<file path="config.mk">
export PLATFORM = sky130hd
export DESIGN_NAME = can_lpm_seq
export DESIGN_NICKNAME = d
export VERILOG_FILES = /design/src/rtl/can_lpm_pkg.sv /design/src/rtl/can_lpm_safept.sv /design/src/rtl/can_lpm_drain.sv /design/src/rtl/can_lpm_reqlatch.sv /design/src/rtl/can_lpm_fsm.sv /design/src/rtl/can_lpm_seq.sv
export SDC_FILE = /design/constraint.sdc
export NUM_CORES = 1
export LEC_CHECK = 0
export ABC_AREA = 0
export BUFFER_PORTS_ARGS = -buffer_cell sky130_fd_sc_hd__buf_2
export CORE_MARGIN = 4
export CORE_UTILIZATION = 35
export CTS_CLUSTER_DIAMETER = 80
export DETAILED_ROUTE_END_ITERATION = 16
export GPL_TIMING_DRIVEN = 1
export PLACE_DENSITY_LB_ADDON = 0.15
export SLEW_MARGIN = 20
export SYNTH_ARGS = -nofsm -noshare
export SYNTH_HDL_FRONTEND = slang
export SYNTH_SLANG_ARGS = --single-unit
</file>
<file path="constraint.sdc">
create_clock -name clk -period 1.7 [get_ports clk]
set_input_delay 0 -clock clk [delete_from_list [all_inputs] [get_ports clk]]
set_output_delay 0 -clock clk [all_outputs]
set_load 0.02 [all_outputs]
</file>
<file path="src/rtl/can_lpm_pkg.sv">
package can_lpm_pkg;

    typedef enum logic [2:0] {
        ST_RUN,
        ST_WAIT_SAFE,
        ST_DRAIN,
        ST_GATE,
        ST_DISABLED,
        ST_STOP_FLAG,
        ST_STOPPED
    } lpm_state_e;

    typedef enum logic {
        TGT_DIS,
        TGT_STOP
    } lpm_tgt_e;

endpackage

</file>
<file path="src/rtl/can_lpm_safept.sv">
module can_lpm_safept #(
    parameter int ICNT_W      = 2,
    parameter int INTERM_LAST = 2
) (
    input  logic              proto_idle_i,
    input  logic              proto_busoff_i,
    input  logic [ICNT_W-1:0] imsn_cnt_i,
    input  logic              sample_stb_i,
    input  logic              bus_rec_i,
    output logic              safe_o
);
    localparam logic [ICNT_W-1:0] LAST_CODE = ICNT_W'(INTERM_LAST);

    logic interm_ok;

    always_comb begin
        interm_ok = sample_stb_i && (imsn_cnt_i == LAST_CODE) && bus_rec_i;
        safe_o    = proto_idle_i || proto_busoff_i || interm_ok;
    end

    // a bus-side safe point needs one of the three qualifying conditions
    always_comb begin
        if (safe_o && !proto_idle_i && !proto_busoff_i)
            a_r2_interm_recessive: assert (bus_rec_i && sample_stb_i);
    end
endmodule

</file>
<file path="src/rtl/can_lpm_drain.sv">
module can_lpm_drain #(
    parameter int NUM_ENG = 4
) (
    input  logic [NUM_ENG-1:0] busy_i,
    output logic               quiet_o
);
    logic [NUM_ENG:0] any_busy;

    assign any_busy[0] = 1'b0;

    for (genvar g = 0; g < NUM_ENG; g++) begin : g_eng
        assign any_busy[g+1] = any_busy[g] | busy_i[g];
    end

    assign quiet_o = ~any_busy[NUM_ENG];
endmodule

</file>
<file path="src/rtl/can_lpm_reqlatch.sv">
module can_lpm_reqlatch (
    input  logic clk,
    input  logic rst_n,
    input  logic dis_req_i,
    input  logic stop_req_i,
    input  logic seq_busy_i,
    input  logic take_dis_i,
    input  logic take_stop_i,
    output logic dis_eff_o,
    output logic stop_eff_o
);
    logic dis_q, stop_q;
    logic pend_dis_q, pend_stop_q;

    always_ff @(posedge clk or negedge rst_n) begin
        if (!rst_n) begin
            dis_q       <= 1'b0;
            stop_q      <= 1'b0;
            pend_dis_q  <= 1'b0;
            pend_stop_q <= 1'b0;
        end else begin
            dis_q  <= dis_req_i;
            stop_q <= stop_req_i;
            if (take_dis_i)
                pend_dis_q <= 1'b0;
            else if (seq_busy_i && dis_req_i && !dis_q)
                pend_dis_q <= 1'b1;
            if (take_stop_i)
                pend_stop_q <= 1'b0;
            else if (seq_busy_i && stop_req_i && !stop_q)
                pend_stop_q <= 1'b1;
        end
    end

    assign dis_eff_o  = dis_req_i | pend_dis_q;
    assign stop_eff_o = stop_req_i | pend_stop_q;

    // a stop request rising mid-sequence is remembered
    a_r11_stop_kept: assert property (@(posedge clk) disable iff (!rst_n)
        (seq_busy_i && stop_req_i && !stop_q) |=> stop_eff_o);

    // a disable request rising mid-sequence is remembered
    a_r11_dis_kept: assert property (@(posedge clk) disable iff (!rst_n)
        (seq_busy_i && dis_req_i && !dis_q) |=> dis_eff_o);
endmodule

</file>
<file path="src/rtl/can_lpm_fsm.sv">
module can_lpm_fsm
    import can_lpm_pkg::*;
(
    input  logic clk,
    input  logic rst_n,
    input  logic dis_eff_i,
    input  logic stop_eff_i,
    input  logic dis_req_i,
    input  logic stop_req_i,
    input  logic frz_i,
    input  logic safe_i,
    input  logic quiet_i,
    output logic take_dis_o,
    output logic take_stop_o,
    output logic seq_busy_o,
    output logic cpi_clk_en_o,
    output logic mbm_clk_en_o,
    output logic not_rdy_o,
    output logic dis_ack_o,
    output logic lpm_ack_o,
    output logic frz_ack_o,
    output logic stop_ack_o,
    output logic tx_force_o,
    output logic rx_ignore_o,
    output logic acc_block_o
);
    lpm_state_e state_q, state_d;
    lpm_tgt_e   tgt_q, tgt_d;

    // next state
    always_comb begin
        state_d     = state_q;
        tgt_d       = tgt_q;
        take_dis_o  = 1'b0;
        take_stop_o = 1'b0;
        unique case (state_q)
            ST_RUN: begin
                if (dis_eff_i) begin
                    take_dis_o = 1'b1;
                    tgt_d      = TGT_DIS;
                    state_d    = frz_i ? ST_DISABLED : ST_WAIT_SAFE;
                end else if (stop_eff_i) begin
                    take_stop_o = 1'b1;
                    tgt_d       = TGT_STOP;
                    state_d     = frz_i ? ST_STOP_FLAG : ST_WAIT_SAFE;
                end
            end
            ST_WAIT_SAFE: if (safe_i) state_d = ST_DRAIN;
            ST_DRAIN: begin
                if (quiet_i)
                    state_d = (tgt_q == TGT_DIS) ? ST_GATE : ST_STOP_FLAG;
            end
            ST_GATE:      state_d = ST_DISABLED;
            ST_DISABLED:  if (!dis_req_i) state_d = ST_RUN;
            ST_STOP_FLAG: state_d = ST_STOPPED;
            ST_STOPPED:   if (!stop_req_i) state_d = ST_RUN;
            default:      state_d = ST_RUN;
        endcase
    end

    // state register
    always_ff @(posedge clk or negedge rst_n) begin
        if (!rst_n) begin
            state_q <= ST_RUN;
            tgt_q   <= TGT_DIS;
        end else begin
            state_q <= state_d;
            tgt_q   <= tgt_d;
        end
    end

    // outputs decoded from state
    always_comb begin
        seq_busy_o   = (state_q != ST_RUN);
        cpi_clk_en_o = 1'b1;
        not_rdy_o    = 1'b0;
        dis_ack_o    = 1'b0;
        lpm_ack_o    = 1'b0;
        stop_ack_o   = 1'b0;
        tx_force_o   = 1'b0;
        acc_block_o  = 1'b0;
        unique case (state_q)
            ST_RUN, ST_WAIT_SAFE, ST_DRAIN: ;
            ST_GATE: begin
                cpi_clk_en_o = 1'b0;
                tx_force_o   = 1'b1;
                acc_block_o  = 1'b1;
            end
            ST_DISABLED: begin
                cpi_clk_en_o = 1'b0;
                not_rdy_o    = 1'b1;
                dis_ack_o    = 1'b1;
                lpm_ack_o    = 1'b1;
                tx_force_o   = 1'b1;
                acc_block_o  = 1'b1;
            end
            ST_STOP_FLAG: begin
                not_rdy_o  = 1'b1;
                dis_ack_o  = 1'b1;
                tx_force_o = 1'b1;
            end
            ST_STOPPED: begin
                not_rdy_o  = 1'b1;
                dis_ack_o  = 1'b1;
                lpm_ack_o  = 1'b1;
                stop_ack_o = 1'b1;
                tx_force_o = 1'b1;
            end
            default: ;
        endcase
        mbm_clk_en_o = cpi_clk_en_o;
        rx_ignore_o  = tx_force_o;
        frz_ack_o    = frz_i & ~dis_ack_o;
    end

    // outside freeze, bus isolation starts only with all engines quiet
    a_r3_drain_first: assert property (@(posedge clk) disable iff (!rst_n)
        ($rose(tx_force_o) && !$past(frz_i)) |-> $past(quiet_i));

    // on the normal disable path the clocks stop before the acknowledge
    a_r5_gate_before_ack: assert property (@(posedge clk) disable iff (!rst_n)
        ($rose(dis_ack_o) && !cpi_clk_en_o && !$past(frz_i)) |-> !$past(cpi_clk_en_o));

    // stop acknowledge rises only after disable acknowledge is up
    a_r6_stop_after_flag: assert property (@(posedge clk) disable iff (!rst_n)
        $rose(stop_ack_o) |-> $past(dis_ack_o));

    // clearing the disable request restores clocks and clears the acknowledge
    a_r9_dis_exit: assert property (@(posedge clk) disable iff (!rst_n)
        (dis_ack_o && !cpi_clk_en_o && !dis_req_i) |=> (cpi_clk_en_o && !dis_ack_o));

    // stop acknowledge holds while the request stays
    a_r10_stop_hold: assert property (@(posedge clk) disable iff (!rst_n)
        (stop_ack_o && stop_req_i) |=> stop_ack_o);
endmodule

</file>
<file path="src/rtl/can_lpm_seq.sv">
module can_lpm_seq #(
    parameter int ICNT_W      = 2,
    parameter int INTERM_LAST = 2,
    parameter int NUM_ENG     = 4
) (
    input  logic              clk,
    input  logic              rst_n,
    input  logic              dis_req_i,
    input  logic              stop_req_i,
    input  logic              frz_mode_i,
    input  logic              proto_idle_i,
    input  logic              proto_busoff_i,
    input  logic [ICNT_W-1:0] imsn_cnt_i,
    input  logic              sample_stb_i,
    input  logic              can_rx_i,
    input  logic              can_tx_i,
    input  logic [NUM_ENG-1:0] busy_i,
    output logic              rx_to_core_o,
    output logic              can_tx_o,
    output logic              rx_ignore_o,
    output logic              cpi_clk_en_o,
    output logic              mbm_clk_en_o,
    output logic              not_rdy_o,
    output logic              dis_ack_o,
    output logic              lpm_ack_o,
    output logic              frz_ack_o,
    output logic              stop_ack_o,
    output logic              acc_block_o
);
    logic safe, quiet;
    logic dis_eff, stop_eff;
    logic take_dis, take_stop, seq_busy;
    logic tx_force;

    can_lpm_safept #(
        .ICNT_W      (ICNT_W),
        .INTERM_LAST (INTERM_LAST)
    ) u_safept (
        .proto_idle_i   (proto_idle_i),
        .proto_busoff_i (proto_busoff_i),
        .imsn_cnt_i     (imsn_cnt_i),
        .sample_stb_i   (sample_stb_i),
        .bus_rec_i      (can_rx_i),
        .safe_o         (safe)
    );

    can_lpm_drain #(
        .NUM_ENG (NUM_ENG)
    ) u_drain (
        .busy_i  (busy_i),
        .quiet_o (quiet)
    );

    can_lpm_reqlatch u_reqlatch (
        .clk         (clk),
        .rst_n       (rst_n),
        .dis_req_i   (dis_req_i),
        .stop_req_i  (stop_req_i),
        .seq_busy_i  (seq_busy),
        .take_dis_i  (take_dis),
        .take_stop_i (take_stop),
        .dis_eff_o   (dis_eff),
        .stop_eff_o  (stop_eff)
    );

    can_lpm_fsm u_fsm (
        .clk          (clk),
        .rst_n        (rst_n),
        .dis_eff_i    (dis_eff),
        .stop_eff_i   (stop_eff),
        .dis_req_i    (dis_req_i),
        .stop_req_i   (stop_req_i),
        .frz_i        (frz_mode_i),
        .safe_i       (safe),
        .quiet_i      (quiet),
        .take_dis_o   (take_dis),
        .take_stop_o  (take_stop),
        .seq_busy_o   (seq_busy),
        .cpi_clk_en_o (cpi_clk_en_o),
        .mbm_clk_en_o (mbm_clk_en_o),
        .not_rdy_o    (not_rdy_o),
        .dis_ack_o    (dis_ack_o),
        .lpm_ack_o    (lpm_ack_o),
        .frz_ack_o    (frz_ack_o),
        .stop_ack_o   (stop_ack_o),
        .tx_force_o   (tx_force),
        .rx_ignore_o  (rx_ignore_o),
        .acc_block_o  (acc_block_o)
    );

    assign can_tx_o     = tx_force | can_tx_i;
    assign rx_to_core_o = rx_ignore_o | can_rx_i;

    // while isolated, the bus sees recessive
    a_r4_tx_recessive: assert property (@(posedge clk) disable iff (!rst_n)
        rx_ignore_o |-> (can_tx_o && rx_to_core_o));
endmodule

</file>
After elaboration in Yosys (flattened, before gate mapping)
Cells that the tools add are included.
{ "classes": {"n_bitwise": 9, "eq_ne": 12, "n_mux": 27, "n_reduce_logical": 21} }
{ "op_table": {"columns": ["op", "count"], "rows": [
  ["3-bit two-way mux", 9],
  ["3-bit one-hot mux with 7 select lines", 1],
  ["1-bit two-way mux", 17],
  ["3-bit == test (second input constant)", 3],
  ["2-bit inequality test (second input constant)", 4],
  ["1-bit bitwise OR", 7],
  ["3-bit by 2-bit == test with 1-bit output (second input constant)", 2],
  ["1-bit logical AND", 6],
  ["2-bit nonzero test", 3],
  ["5-bit AND reduction", 1],
  ["2-bit OR reduction", 2],
  ["4-bit OR reduction", 1],
  ["3-bit by 1-bit == test with 1-bit output (second input constant)", 1],
  ["3-bit zero test", 1],
  ["3-bit inequality test (second input constant)", 1],
  ["3-bit nonzero test", 1],
  ["3-bit OR reduction", 1],
  ["2-bit == test (second input constant)", 1],
  ["1-bit zero test", 2],
  ["1-bit logical OR", 2],
  ["2-bit AND reduction", 1],
  ["1-bit AND", 1],
  ["1-bit inverter", 1]
]} }
{ "word_totals": {"input_bits": 16, "register_bits": 8, "out_inout_bits": 11} }

Longest topological paths before layout
Gate-level depths: netlist (run 1).
{ "logic_depth": {"depth_word": 6, "mapped_depth": 4} }

By module
From an unflattened synthesis (run 1), not the netlist that was laid out.
{ "hier_totals": {"hier_cells": 62, "hier_area_um2": 544.3} }
{ "modules_own_cells": {"columns": ["module", "instances", "seq_area_each_um2", "cells_each", "area_per_inst_um2"], "rows": [
  ["can_lpm_fsm", 1, 100.1, 44, 357.8],
  ["can_lpm_reqlatch", 1, 100.1, 12, 145.1],
  ["can_lpm_safept", 1, 0.0, 3, 16.3],
  ["can_lpm_drain", 1, 0.0, 1, 12.5],
  ["can_lpm_seq", 1, 0.0, 2, 12.5]
]} }

Worst setup path before layout (run 1)
OpenSTA, ideal clock, no wires.
{ "synth_timing": {"path_kind": "register to output", "from": "register u_fsm.state_q[1]", "to": "output mbm_clk_en_o", "n_path_buf": 2, "t_arrival_ns": 1.388, "slack_ns": 0.312, "stages_incl_launch_ff": 5, "cell_sequence": "dfrtp_1 -> buf_2 -> nor2b_1 -> a22oi_1 -> buf_4"} }
{ "synth_via": {"elab_chain_len": 3, "word_cells_on_any_way": 4, "classes_between": "eq/ne: 2; mux: 1; reduce/logical: 1"} }
{ "synth_rtl": {"columns": ["element", "line", "rtl"], "rows": [
  ["start: declaration", "can_lpm_fsm.sv:27", "lpm_state_e state_q, state_d;"],
  ["start signal: assignment", "can_lpm_fsm.sv:67", "state_q <= state_d;"],
  ["3-bit by 2-bit == test with 1-bit output / 3-bit == test (equally long branches)", "can_lpm_fsm.sv:82", "unique case (state_q)"],
  ["2-bit OR reduction (no source line) *", null, null],
  ["1-bit two-way mux *", "can_lpm_fsm.sv:82", null],
  ["end: declaration", "can_lpm_seq.sv:22", "output logic mbm_clk_en_o,"]
]} }
Every way passes the cells marked *; elsewhere a longest branch is shown, timed or not.

Worst setup path in the final report (run 1)
{ "layout_timing": {"from": "register u_fsm.state_q[2]", "to": "output can_tx_o"} }
{ "layout_via": {"elab_chain_len": 4, "word_cells_on_any_way": 7, "classes_between": "eq/ne: 4; mux: 1; bitwise: 1; reduce/logical: 1"} }
{ "layout_rtl": {"columns": ["element", "line", "rtl"], "rows": [
  ["3-bit == test / 3-bit by 2-bit == test with 1-bit output (equally long branches)", "can_lpm_fsm.sv:82", null],
  ["4-bit OR reduction (no source line) *", null, null],
  ["1-bit two-way mux *", "can_lpm_fsm.sv:82", null],
  ["1-bit bitwise OR *", "can_lpm_seq.sv:91", "assign can_tx_o = tx_force | can_tx_i;"],
  ["end: declaration", "can_lpm_seq.sv:19", "output logic can_tx_o,"]
]} }
Marked as above.

==> impl_metrics.csv, run 1 <==
group,metric,value,unit
sta,clock.fmax,0.6717,GHz
setup_path,cp.required,1700,ps
global_routing,grt_usage,0.1258,
final_layout,drive_gt1_frac,0.3596,
logic_synthesis,synth_cell_type_count,25,
final_layout,multi_input_area,281.5,µm²
power,p_per_area,1639,nW/µm²
floorplan,rows,13,
final_layout,syn_to_final_growth,32.08,%
floorplan,die-height,47.07,µm
final_layout,final_common_cell,"buf_2",
detailed_routing,viasPerCell,4.856,
flow_run,maxCapViolCount,0,
setup_path,reg2reg_from,"u_fsm.state_q[2]",
clock_tree,path_clk_slew,50,ps
final_layout,seq_area,200.2,µm²
sta,finalSetupTns,0,ps
logic_synthesis,seq_area_frac_synth,0.3747,
final_layout,fillCellCount,137,
global_routing,grt_pass1_wl,1.966,mm
floorplan,dieArea,2216,µm²
final_layout,stdcell_area,705.7,µm²
detailed_routing,via_count,505,
clock_tree,clock_tree.root_cell,"clkbuf_4",
detailed_routing,dr.first_iter.drc_count,4,
clock_tree,h-tree-depth,1,
logic_synthesis,avgSynthCellArea,8.617,µm²
floorplan,start_util,0.3910,
global_routing,grt_antenna_before_repair,0,
detailed_routing,postRouteAntennaNets,0,
floorplan,ioPinCount,27,
clock_tree,postCtsHoldBufs,3,
logic_synthesis,ys_ff_latch,8,
clock_tree,cts_setup_buffers,0,
sta,hold_ws,58.27,ps
floorplan,core_area,1366,µm²
detailed_routing,firstDrtPassIters,4,
setup_path,crit_type,"register to primary output",
sta,slew_headroom,0.7405,
logic_synthesis,syn-cell-area,534.3,µm²
place,gp_congestion,0.7217,
sta,worst_pin_slew,389.3,ps
logic_synthesis,yosys_warnings,0,
power,power_leakage,0.3466,nW
clock_tree,clock_latency,260,ps
setup_path,crit_path_start_kind,"register",
power,vdd_drop_max,0.9551,mV
setup_path,arrival,1490,ps
setup_path,cp-startpoint,"u_fsm.state_q[2]",
sta,slew_violations,0,
sta,rsz0062_at_grt,"no",
worst_hold_path,holdCritStartpoint,"proto_idle_i",
final_layout,final_nets,107,
sta,skew,3.638,ps
global_routing,overflow,0,
setup_path,crit_path_max_fanout,10,
final_layout,diodes,0,
detailed_routing,wl_per_cell,12.51,µm
global_routing,grt_max_degree,13,
clock_tree,cts_buffer_depth,2,
sta,setup_viol,0,
clock_tree,cts_tree,"built",
sta,fin_crit,1489,ps
setup_path,critPathSlowestCell,"dfrtp_1",
clock_tree,clkSinkCount,8,
status,outcome,"completed",
sta,finalCritPeriodShare,0.8758,
setup_path,cp_cell_sequence,"a21boi_1 > a21oi_1 > nand2b_1 > buf_2",
sta,hold_viol_final,0,
global_routing,first_global_vias,409,
place,portBuffers,26,
logic_synthesis,syn_nets,78,
final_layout,layout_common_cells,"26 x buf_2, 8 x dfrtp_1, 6 x nor2b_1, 6 x inv_1, 5 x a21oi_1",
detailed_routing,drc,0,
worst_hold_path,hp-class,"input port to register",
setup_path,endpoint_kind,"primary output",
setup_path,cp_slowest_stage_delay,520,ps
floorplan,floorplan.die.width,47.07,µm
place,dp_hpwl,988.1,µm
clock_tree,ctsResizeCount,0,
clock_tree,cts_made_buffers,3,
logic_synthesis,synthCells,62,
detailed_routing,wirelength,1.301,mm
place,place_area,653.1,µm²
[worst paths after layout]
path                                          end  slack, ps  cells after the start
max                                      can_tx_o        210                      4
min                              u_fsm.state_q[0]         60                      4
max reg2reg                      u_fsm.state_q[1]        370                      3
min reg2reg                           u_fsm.tgt_q        530                      1
max in group asynchronous             u_fsm.tgt_q       1410                      2
min in group asynchronous  u_reqlatch.pend_stop_q        110                      2
[logic make-up after synthesis]
kind of cell    after synthesis  synth area share
compound gates               15            0.1733
buf+inv                      11           0.09834
flops                         8            0.3747
simple gates                 27            0.3326
mux                           1           0.02108
[registers in the layout (all words and copies together) (netlist names)]
signal / cells
u_fsm.state_q: 3
u_reqlatch.pend_dis_q: 1
u_fsm.tgt_q: 1
u_reqlatch.dis_q: 1
u_reqlatch.pend_stop_q: 1
u_reqlatch.stop_q: 1
[power breakdown]
part	switching, mW	internal [mW]
clock	0.0655	0.0808
sequential	0.125	0.260
combinational	0.373	0.252
[layout make-up]
type	count	share of cell area
tap	15	0.02660
sequential	8	0.2837
inverter	6	0.03191
clock buffer	3	0.03191
timing repair buffer	29	0.2270
multi-input combinational	43	0.3989
[Yosys cell counts, drive strengths merged]
cell / number / share of area
and4b: 1 / 0.019
nand2b: 3 / 0.035
a21boi: 1 / 0.014
inv: 6 / 0.042
dfrtp: 8 / 0.37
a22oi: 1 / 0.014
mux2: 1 / 0.021
nor4: 1 / 0.040
buf: 5 / 0.056
o21ai: 4 / 0.037
nand2: 2 / 0.014
or4: 1 / 0.014
or3: 1 / 0.012
o211ai: 1 / 0.014
nor2b: 6 / 0.070
nand3: 2 / 0.019
nand4b: 1 / 0.016
o21a: 2 / 0.028
nor3: 3 / 0.037
nor2: 3 / 0.021
a21oi: 5 / 0.047
a2111oi: 1 / 0.019
nand4: 3 / 0.035
[worst max-delay path: cells and delay by family (launching register included)]
| family | cells | cell delay, ps |
|---|---|---|
| AO/OA/AOI/OAI | 2 | 450 |
| flip-flops | 1 | 520 |
| AND/OR/NAND/NOR | 1 | 100 |
| buffers and inverters | 1 | 160 |
[per-stage QoR]
| step | power [mW] | util | std cells | setup slack (ps) |
|---|---|---|---|---|
| 2_1_floorplan | 0.8581 | - | 62 | 312.1 |
| 4_1_cts | 1.174 | 0.5165 | 104 | 190.7 |
| 5_1_grt | 1.264 | 0.5165 | 104 | 90.61 |
| 6_report | 1.156 | 0.5165 | 104 | 211.1 |
| 3_3_place_gp | 1.012 | 0.4780 | 98 | 388.3 |
| 3_5_place_dp | 1.012 | 0.4780 | 98 | 379.7 |
[routing by layer]
metal | vias up | track usage | routed length [µm]
met1 | 223 | 0.1911 | 630
met3 | 0 | 0.05747 | 84
li1 | 272 | - | -
met4 | 0 | 0.03315 | 0
met2 | 10 | 0.1572 | 586
met5 | - | 0 | 0
Power figures use the tool's default switching activity.
==> run 2, diff against run 1 <==
--- a/config.mk
+++ b/config.mk
@@ -12,7 +12,7 @@
 export CTS_CLUSTER_DIAMETER = 80
 export DETAILED_ROUTE_END_ITERATION = 16
 export GPL_TIMING_DRIVEN = 1
-export PLACE_DENSITY_LB_ADDON = 0.15
+export PLACE_DENSITY_LB_ADDON = 0.25
 export SLEW_MARGIN = 20
 export SYNTH_ARGS = -nofsm -noshare
 export SYNTH_HDL_FRONTEND = slang
==> constraint.sdc (replaced) <==
create_clock -name clk -period 1.7 [get_ports clk]
set_input_delay 0 -clock clk [delete_from_list [all_inputs] [get_ports clk]]
set_output_delay 0 -clock clk [all_outputs]
set_load 0.1 [all_outputs]
==> run 2 against run 1 <==
Compared with the run above:
- global-route usage rose by 0.84 points
- setup slack got worse by 110 ps
- cell count did not move
- worst hold slack improved by 10 ps
- via count rose by 5.5%
- design area rose by 11%
- first-iteration DRC count rose by 75%
- die area did not move
- fmax fell by 7.0%
- non-clock buffer count did not move
- critical path type unchanged
- critical endpoint is now acc_block_o
- largest cell class unchanged
==> impl_metrics.csv, run 2 (same netlist as run 1, synthesis figures left out) <==
group,metric,value,unit
final_layout,largest_register_ff_count,3,
detailed_routing,wirelength,1.322,mm
sta,clock.fmax,0.6245,GHz
setup_path,cp_slowest_stage_delay,540,ps
setup_path,critPathSlowestCell,"dfrtp_1",
floorplan,floorplan.die.width,47.07,µm
detailed_routing,wl_per_cell,12.71,µm
worst_hold_path,worstHoldPathCells,4,
floorplan,rows,13,
setup_path,crit_type,"register to primary output",
sta,fin_crit,1601,ps
detailed_routing,viasPerCell,5.125,
sta,setup_viol,0,
final_layout,layout_common_cells,"20 x buf_2, 7 x dfrtp_1, 6 x inv_1, 6 x clkbuf_4, 5 x a21oi_1",
sta,worst_pin_slew,487.8,ps
clock_tree,clkSinkCount,8,
detailed_routing,dr.first_iter.drc_count,7,
setup_path,cp_cell_sequence,"nor2b_1 > a22oi_2 > inv_1 > clkbuf_4",
detailed_routing,firstDrtPassIters,2,
sta,finalCritPeriodShare,0.9419,
detailed_routing,drc,0,
floorplan,die-height,47.07,µm
floorplan,start_util,0.3910,
clock_tree,path_clk_slew,50,ps
place,dpl_worst_slack,281.2,ps
sta,skew,11.39,ps
global_routing,first_global_vias,467,
sta,slew_violations,0,
detailed_routing,postRouteAntennaNets,0,
final_layout,final_common_cell,"buf_2",
sta,hold_viol_final,0,
sta,worst_slack,98.81,ps
final_layout,final_nets,107,
setup_path,arrival,1600,ps
clock_tree,clock_latency,260,ps
clock_tree,h-tree-depth,1,
final_layout,diodes,0,
place,place_area,723.2,µm²
flow_run,maxCapViolCount,0,
global_routing,overflow,0,
global_routing,grt_max_degree,13,
final_layout,largest_register,"u_fsm.state_q",
global_routing,grt_antenna_before_repair,0,
place,portBuffers,26,
setup_path,ff2ff_path_depth,3,
floorplan,core_area,1366,µm²
clock_tree,clock_tree.root_cell,"clkbuf_4",
final_layout,stdcell_area,784.5,µm²
floorplan,ioPinCount,27,
place,gp_congestion,0.8088,
clock_tree,cts_tree,"built",
global_routing,grt_usage,0.1342,
sta,finalSetupTns,0,ps
final_layout,final_util,0.5742,
floorplan,dieArea,2216,µm²
setup_path,cp.required,1700,ps
clock_tree,cts_made_buffers,3,
final_layout,drive_gt1_frac,0.4270,
sta,slew_headroom,0.6771,
setup_path,crit_path_start_kind,"register",
setup_path,endpoint_kind,"primary output",
place,dp_hpwl,1.050,mm
setup_path,crit_path_max_fanout,11,
worst_hold_path,hp-class,"input port to register",
detailed_routing,via_count,533,
status,outcome,"completed",
sta,rsz0062_at_grt,"yes",
global_routing,grt_pass1_wl,2.001,mm
final_layout,syn_to_final_growth,46.84,%
clock_tree,cts_buffer_depth,2,
[run 2: cell type report]
type	instances	area, µm²
well taps	15	18.77
flip-flops and latches	8	201.4
multi-input cells	43	306.5
repair buffers	29	212.7
inverters	6	22.52
clock buffers	3	22.52
fillers	122	581.8
[run 2: worst paths after layout]
kind                                       start  slack [ps]               end
min in group asynchronous                  rst_n         110  u_fsm.state_q[2]
max in group asynchronous                  rst_n        1390  u_fsm.state_q[0]
worst min-delay path                proto_idle_i          70  u_fsm.state_q[0]
worst max register to register  u_fsm.state_q[2]         350  u_fsm.state_q[1]
worst max-delay path            u_fsm.state_q[1]         100       acc_block_o
worst min register to register       u_fsm.tgt_q         530       u_fsm.tgt_q
[run 2: metal layers]
metal | vias up | GRT usage | wire length [µm]
met5 | - | 0 | 0
met4 | 0 | 0.06630 | 15
li1 | 277 | - | -
met1 | 242 | 0.1671 | 587
met3 | 3 | 0.05747 | 74
met2 | 11 | 0.1978 | 644
[run 2: metrics by stage]
stage / cells / hold slack, ps
after floorplan: 62 / -295.6
after global placement: 98 / -151.6
after detailed placement: 98 / -146.4
after CTS: 104 / 68.84
after global routing: 104 / 85.01
final: 104 / 68.46
[run 2: timing repair]
item,in CTS,in global routing
hold endpoints to repair,10,0
hold buffers,3,0
setup endpoints to repair,0,6
resized for setup,0,4
buffers inserted,0,0
[run 2: critical path, delay by kind of cell (launching register included)]
family / cells / cell delay (ps)
buffers and inverters: 2 / 390
AO/OA/AOI/OAI: 1 / 130
AND/OR/NAND/NOR: 1 / 280
flip-flops: 1 / 540
Power of run 2 is left out: the tool's default activity adds up to more than one toggle a clock period on the data nets, which glitch-free logic cannot reach.
